==> src/rtl/pipe_align_pkg.sv <==
`timescale 1ns/1ps
package pipe_align_pkg;

    typedef enum logic [1:0] {
        DIG_LOW  = 2'b00,
        DIG_MID  = 2'b01,
        DIG_HIGH = 2'b10,
        DIG_BAD  = 2'b11
    } stage_dig_e;

    typedef struct packed {
        logic       bad;
        logic [1:0] dig;
    } stage_tok_t;

    localparam int TOK_W = $bits(stage_tok_t);

    // Illegal 11 is folded onto the highest legal digit and flagged.
    function automatic stage_tok_t clean_code(input logic [1:0] raw);
        stage_tok_t t;
        t.bad = (raw == DIG_BAD);
        t.dig = t.bad ? DIG_HIGH : raw;
        return t;
    endfunction

endpackage

==> src/rtl/pa_delay_line.sv <==
`timescale 1ns/1ps
module pa_delay_line #(
    parameter int WIDTH = 3,
    parameter int DEPTH = 1
) (
    input  logic             clk,
    input  logic             rst,
    input  logic [WIDTH-1:0] din,
    output logic [WIDTH-1:0] dout
);

    generate
        if (DEPTH == 0) begin : g_pass
            assign dout = din;
        end else begin : g_regs
            logic [WIDTH-1:0] taps [DEPTH];
            always_ff @(posedge clk) begin
                if (rst) begin
                    for (int i = 0; i < DEPTH; i++) taps[i] <= '0;
                end else begin
                    taps[0] <= din;
                    for (int i = 1; i < DEPTH; i++) taps[i] <= taps[i-1];
                end
            end
            assign dout = taps[DEPTH-1];
        end
    endgenerate

endmodule

==> src/rtl/pa_stage_lane.sv <==
`timescale 1ns/1ps
module pa_stage_lane
    import pipe_align_pkg::*;
#(
    parameter int NSTAGES = 8,
    parameter int IDX     = 0
) (
    input  logic             clk,
    input  logic             rst,
    input  logic [1:0]       raw_code,
    output logic [TOK_W-1:0] tok_aligned
);

    localparam int LAG = NSTAGES - 1 - IDX;

    stage_tok_t tok_now;

    always_comb tok_now = clean_code(raw_code);

    pa_delay_line #(.WIDTH(TOK_W), .DEPTH(LAG)) u_dly (
        .clk (clk),
        .rst (rst),
        .din (tok_now),
        .dout(tok_aligned)
    );

endmodule

==> src/rtl/pa_overlap_sum.sv <==
`timescale 1ns/1ps
module pa_overlap_sum
    import pipe_align_pkg::*;
#(
    parameter int NSTAGES = 8
) (
    input  logic [NSTAGES*TOK_W-1:0] toks,
    output logic [NSTAGES:0]         sum,
    output logic                     any_bad
);

    localparam int OUT_W = NSTAGES + 1;

    always_comb begin
        sum     = '0;
        any_bad = 1'b0;
        for (int k = 0; k < NSTAGES; k++) begin
            stage_tok_t t;
            t       = stage_tok_t'(toks[k*TOK_W +: TOK_W]);
            sum     = sum + (OUT_W'(t.dig) << (NSTAGES - 1 - k));
            any_bad = any_bad | t.bad;
        end
    end

endmodule

==> src/rtl/pipe_bit_align.sv <==
`timescale 1ns/1ps
module pipe_bit_align
    import pipe_align_pkg::*;
#(
    parameter int NSTAGES = 8
) (
    input  logic                 clk,
    input  logic                 rst,
    input  logic                 in_valid,
    input  logic [2*NSTAGES-1:0] codes_in,
    output logic                 out_valid,
    output logic [NSTAGES:0]     out_word,
    output logic                 out_err
);

    localparam int OUT_W = NSTAGES + 1;
    localparam int VLAG  = NSTAGES - 1;

    logic [NSTAGES*TOK_W-1:0] toks_al;
    logic [OUT_W-1:0]         sum_al;
    logic                     bad_al;
    logic                     vld_al;

    generate
        for (genvar k = 0; k < NSTAGES; k++) begin : g_lane
            pa_stage_lane #(.NSTAGES(NSTAGES), .IDX(k)) u_lane (
                .clk        (clk),
                .rst        (rst),
                .raw_code   (codes_in[2*k +: 2]),
                .tok_aligned(toks_al[k*TOK_W +: TOK_W])
            );
        end
    endgenerate

    pa_delay_line #(.WIDTH(1), .DEPTH(VLAG)) u_vld (
        .clk (clk),
        .rst (rst),
        .din (in_valid),
        .dout(vld_al)
    );

    pa_overlap_sum #(.NSTAGES(NSTAGES)) u_sum (
        .toks   (toks_al),
        .sum    (sum_al),
        .any_bad(bad_al)
    );

    always_ff @(posedge clk) begin
        if (rst) begin
            out_valid <= 1'b0;
            out_word  <= '0;
            out_err   <= 1'b0;
        end else begin
            out_valid <= vld_al;
            out_word  <= sum_al;
            out_err   <= vld_al & bad_al;
        end
    end

endmodule

==> config.mk <==
export PLATFORM = sky130hd
export DESIGN_NAME = pipe_bit_align
export DESIGN_NICKNAME = d
export VERILOG_FILES = /design/src/rtl/pipe_align_pkg.sv /design/src/rtl/pa_delay_line.sv /design/src/rtl/pa_stage_lane.sv /design/src/rtl/pa_overlap_sum.sv /design/src/rtl/pipe_bit_align.sv
export SDC_FILE = /design/constraint.sdc
export NUM_CORES = 1
export LEC_CHECK = 0
export BUFFER_PORTS_ARGS = -buffer_cell sky130_fd_sc_hd__buf_2
export CAP_MARGIN = 40
export CORE_MARGIN = 1
export CORE_UTILIZATION = 35
export DETAILED_ROUTE_END_ITERATION = 8
export PLACE_DENSITY = 0.51
export SETUP_SLACK_MARGIN = 0.02
export SYNTH_ARGS = -nofsm -noshare
export SYNTH_HDL_FRONTEND = slang
export SYNTH_SLANG_ARGS = --single-unit
==> constraint.sdc <==
create_clock -name clk -period 3.6 [get_ports clk]
set_input_delay 0.54 -clock clk [delete_from_list [all_inputs] [get_ports clk]]
set_output_delay 0.54 -clock clk [all_outputs]
set_load 0.005 [all_outputs]
## After elaboration in Yosys (flattened, before gate mapping)

Memories as Yosys holds them, arrays and structs flattened.
Index checks and enable logic that the tools add are counted.

| cells by class | value |
|---|---|
| bitwise logic cells | 42 |
| multiplexer cells | 47 |
| reductions and logical operators | 1 |
| $add $sub $neg | 7 |
| equality and inequality tests | 8 |

Operator list:

| cell | number |
|---|---|
| 3-bit two-way mux | 28 |
| 1-bit bitwise OR | 41 |
| 2-bit == test, second input constant | 8 |
| 2-bit two-way mux | 8 |
| 1-bit two-way mux | 11 |
| 9-bit by 2-bit adder with 9-bit output | 1 |
| 9-bit by 3-bit adder with 9-bit output | 1 |
| 9-bit by 4-bit adder with 9-bit output | 1 |
| 9-bit by 5-bit adder with 9-bit output | 1 |
| 9-bit by 6-bit adder with 9-bit output | 1 |
| 9-bit by 7-bit adder with 9-bit output | 1 |
| 9-bit by 8-bit adder with 9-bit output | 1 |
| 3-bit OR reduction | 1 |
| 1-bit bitwise AND | 1 |

| word-level totals | value |
|---|---|
| logic and storage cells | 116 |
| bits in writable memories | 91 |
| memories kept | 8 |
| register bits | 11 |

Memory list:

| name | words | width | read ports | clocked after Yosys merged registers in | wr ports | RTL line | text |
|---|---|---|---|---|---|---|---|
| g_lane[0].u_lane.u_dly.g_regs.taps | 7 | 3 | 7 | 0 | 7 | pa_delay_line.sv:16 | `logic [WIDTH-1:0] taps [DEPTH];` |
| g_lane[1].u_lane.u_dly.g_regs.taps | 6 | 3 | 6 | 0 | 6 | pa_delay_line.sv:16 |  |
| g_lane[2].u_lane.u_dly.g_regs.taps | 5 | 3 | 5 | 0 | 5 | pa_delay_line.sv:16 |  |
| g_lane[3].u_lane.u_dly.g_regs.taps | 4 | 3 | 4 | 0 | 4 | pa_delay_line.sv:16 |  |
| g_lane[4].u_lane.u_dly.g_regs.taps | 3 | 3 | 3 | 0 | 3 | pa_delay_line.sv:16 |  |
| u_vld.g_regs.taps | 7 | 1 | 7 | 0 | 7 | pa_delay_line.sv:16 |  |
| +2 memories | n/a | n/a | n/a | n/a | n/a | n/a |  |

## Logic depth before layout (Yosys ltp)

| depth | value |
|---|---|
| depth in word-level cells | 8 |
| gate-level depth with buffers | 8 |

## By module

From an unflattened synthesis, not the netlist that was laid out.

| unflattened totals | value |
|---|---|
| cells, all modules | 297 |
| area, all modules | 3,500.9 sq um |

By module, submodules not included:

| module | cells an instance | area each (sq um) | instances |
|---|---|---|---|
| pa_delay_line (g_lane[0].u_lane.u_dly) | 47 | 646.9 | 1 |
| pa_delay_line (g_lane[1].u_lane.u_dly) | 40 | 511.7 | 1 |
| pa_delay_line (g_lane[2].u_lane.u_dly) | 34 | 455.4 | 1 |
| pa_delay_line (g_lane[3].u_lane.u_dly) | 25 | 366.6 | 1 |
| pipe_bit_align | 23 | 339.1 | 1 |
| pa_overlap_sum | 45 | 326.6 | 1 |
| pa_delay_line (g_lane[4].u_lane.u_dly) | 21 | 259.0 | 1 |
| pa_delay_line (u_vld) | 14 | 183.9 | 1 |
| pa_delay_line (g_lane[5].u_lane.u_dly) | 15 | 180.2 | 1 |
| pa_stage_lane | 3 | 16.3 | 8 |
| pa_delay_line (g_lane[6].u_lane.u_dly) | 6 | 78.8 | 1 |
| pa_delay_line (g_lane[7].u_lane.u_dly) | 3 | 22.5 | 1 |

## Worst setup path after synthesis

OpenSTA, ideal clock, no wires.

| path | value |
|---|---|
| path type | in2reg |
| start point | in codes_in[15] |
| end point | reg out_word[7] |
| path slack | 1.585 ns |
| stages | 8 |
| buffers on the path | 1 |
| data arrival time | 1.953 ns |
| data required time | 3.538 ns |
| path through | clkbuf_1 -> ha_1 -> inv_1 -> fa_1 -> nor2b_4 -> o31a_1 -> or4_1 -> nand3_1 |

| on the way | value |
|---|---|
| word-level cells in the longest chain between the ends | 3 |

RTL lines:

| item | RTL line | text |
|---|---|---|
| from (decl) | pipe_bit_align.sv:10 | `input logic [2*NSTAGES-1:0] codes_in,` |
| 2-bit == test | pipe_align_pkg.sv:21 | `t.bad = (raw == DIG_BAD);` |
| 2-bit two-way mux (*) | pipe_align_pkg.sv:22 | `t.dig = t.bad ? DIG_HIGH : raw;` |
| 9-bit by 2-bit adder with 9-bit output (*) | pa_overlap_sum.sv:20 | `sum = sum + (OUT_W'(t.dig) << (NSTAGES - 1 - k));` |
| to (signal assigned) | pipe_bit_align.sv:55 | `out_word <= sum_al;` |
| to (decl) | pipe_bit_align.sv:12 | `output logic [NSTAGES:0] out_word,` |

Mark *: on every way between the ends. The rest lies on a longest branch, timed or not.
A chain may end at the register's enable or synchronous reset.

## Worst setup path after layout

Same ends and word-level chain as after synthesis.

==> run metrics <==
number of cells on the worst hold path=2; fin crit period=1.81 ns; Final Util=0.422; nets=318; R2R Setup Slk=1.82 ns; Final Hold Fails=0; max-cap violations=0; Syn Inst Count=261; met2 routed WL=1820 um; worst r2r dst=out_word[7]; Routed Antenna Nets=0; RSZ-0062 raised after global routing=no; initial antenna violation count=0; post-CTS setup buffer count=0; async set-reset flop share out of synthesis=0; top-area cell type share of the netlist area=0.661; CP max FO=3; share of post-route cells with drive strength above 1=0.162; Most used DFF post-synth=dfxtp_1; largest cells by area after synthesis=dfxtp_1 (66%), nor2b_1 (16%), ha_1 (2.8%), nor3b_1 (2.4%), and3b_1 (1.7%); Worst EP arrival=2.09 ns; FP Rows=33; nature of the critical path startpoint=input port; Final Setup Violations=0; placed cell area=3330 sq um; clk sinks=102; DRT Wirelength=3820 um; CTS max path bufs=2; register area share after synthesis=0.661; vias=1700; Final Slew Violations=0; Chip Width=96.0 um; post-detailed-route DRC marker count=0; Worst-Margin Slew=0.740 ns; vias in the first global route=1611; Crit. End Element=flop; router iterations before antenna repair=4; Post-CTS Hold Buffers=0; most instantiated cells after synthesis=dfxtp_1 (102), nor2b_1 (80), clkbuf_1 (11), nor3b_1 (10), ha_1 (7); worst hold start=codes_in[5]; Required @ worst endpoint=3.89 ns; Setup Crit Path Kind=in -> reg; WL met1=1770 um; post-synth top area cell=dfxtp_1; final HPWL from detailed placement=2390 um; Peak supply drop=0.192 mV; setup slack after layout=1.79 ns; synthesized area per cell=11.8 sq um; Routed WL per cell=9.53 um; Yosys cell types=32; Min Hold Slack=0.358 ns; R2R Path Start=g_lane[6].u_lane.u_dly.g_regs.taps[0][0]; clock root cell=clkbuf_8; Finished Layout Cells=401; Inst Count DP=385; die area=9210 sq um; Fmax=554 MHz; first-pass GRT wire length=6790 um; PortBufs=29; syn_nets=288; setup TNS=0 ns; most numerous cell in the Yosys netlist=dfxtp_1; DR iter-0 viols=53; met3 WL=166 um; Post-synth EDFFs=0; Slew headroom=0.507; R2R depth=7; Worst-Skew Late Latency=0.34 ns; Synth Cell Area=3090 sq um; Die Height=96.0 um; DR vias/cell=4.24; antenna cell count=0; total power=1.93 mW; overall routing resource usage=0.0990; core box area=8380 sq um; Design Area, Final=3540 sq um; status=finished, final reports clean; hold crit path type=in -> reg; Leak Pwr=1.47 nW; ratio of total power to cell area=546 nW/um^2; top layer in use=met4; largest net degree at the start of global routing=46; post-cts sizing count=0; final period utilization=0.501; Initial Util=0.369; IO Count=30; Hold Path End=g_lane[2].u_lane.u_dly.g_regs.taps[0][0]; total CTS buffers=9; H-tree depth=3; area grow syn2layout=14.5%; TritonCTS clock tree=yes; Syn. warnings=0; Synth Register Bits=102; GR Overflow Total=0; Clock transition at path regs=0.09 ns; placer congestion estimate=0.689; Placement Setup Slack=1.44 ns; final clock skew=0.00455 ns
## final cells by class
cell class | instances | area [sq um]
clock buffer | 13 | 159
clock inverter | 3 | 42.5
multi-input combinational | 143 | 986
timing repair buffer | 31 | 160
tap | 105 | 131
sequential | 102 | 2040
fill | 846 | 4850
inverter | 4 | 15.0
## per-layer routing
metal,vias to the layer above,GRT usage
met4,0,0.0709
li1,898,-
met5,-,0
met2,28,0.165
met1,768,0.104
met3,6,0.0340
## cell usage in the layout (no fill, tap or decap), drive strengths merged, types with 2 or more instances in the layout
cell type | netlist | routed
a211oi | 3 | 3
clkbuf | 11 | 13
or4 | 2 | 2
nor3 | 4 | 4
o21ai | 4 | 4
ha | 7 | 7
a21oi | 2 | 2
buf | 1 | 31
and3b | 6 | 6
inv | 4 | 4
nand2 | 2 | 2
nor2b | 81 | 81
dfxtp | 102 | 102
a21boi | 2 | 2
nor2 | 5 | 5
nor3b | 10 | 10
## cell families after synthesis
family	Yosys count	synth area share
mux	1	0.00364
simple gates	115	0.239
buf+inv	16	0.0198
flops	102	0.661
fa+ha+maj	8	0.0348
compound gates	19	0.0417
## report_power, final
part	leakage, nW	total [mW]	switching, mW	internal, mW
logic	0.538	0.0643	0.0328	0.0316
clock network	0.0996	0.708	0.348	0.359
registers	0.830	1.16	0.00507	1.15
## critical path, cell delays in order
cell and delay [ns]:
buf_2 0.11, ha_1 0.23, inv_1 0.09, fa_1 0.23, nor2b_4 0.06, o31a_1 0.27, or4_1 0.47, nand3_1 0.09
## sequential cells by signal (all words and copies together), names as in the netlist
name                             cells
g_lane.u_lane.u_dly.g_regs.taps     84
out_word                             9
u_vld.g_regs.taps                    7
out_err                              1
out_valid                            1
## how the worst max path moves through the flow
stage | end | slack [ns] | depth (start not counted) | from
5_1_grt | out_word[7] | 1.71 | 7 | g_lane[6].u_lane.u_dly.g_regs.taps[0][0]
3_5_place_dp | out_word[7] | 1.44 | 8 | codes_in[15]
2_1_floorplan | out_word[7] | 1.59 | 8 | codes_in[15]
6_report | out_word[7] | 1.79 | 8 | codes_in[15]
3_3_place_gp | out_word[7] | 1.48 | 8 | codes_in[15]
4_1_cts | out_word[7] | 1.81 | 7 | g_lane[6].u_lane.u_dly.g_regs.taps[0][0]
Note: power is estimated with default switching activity, not from simulation.
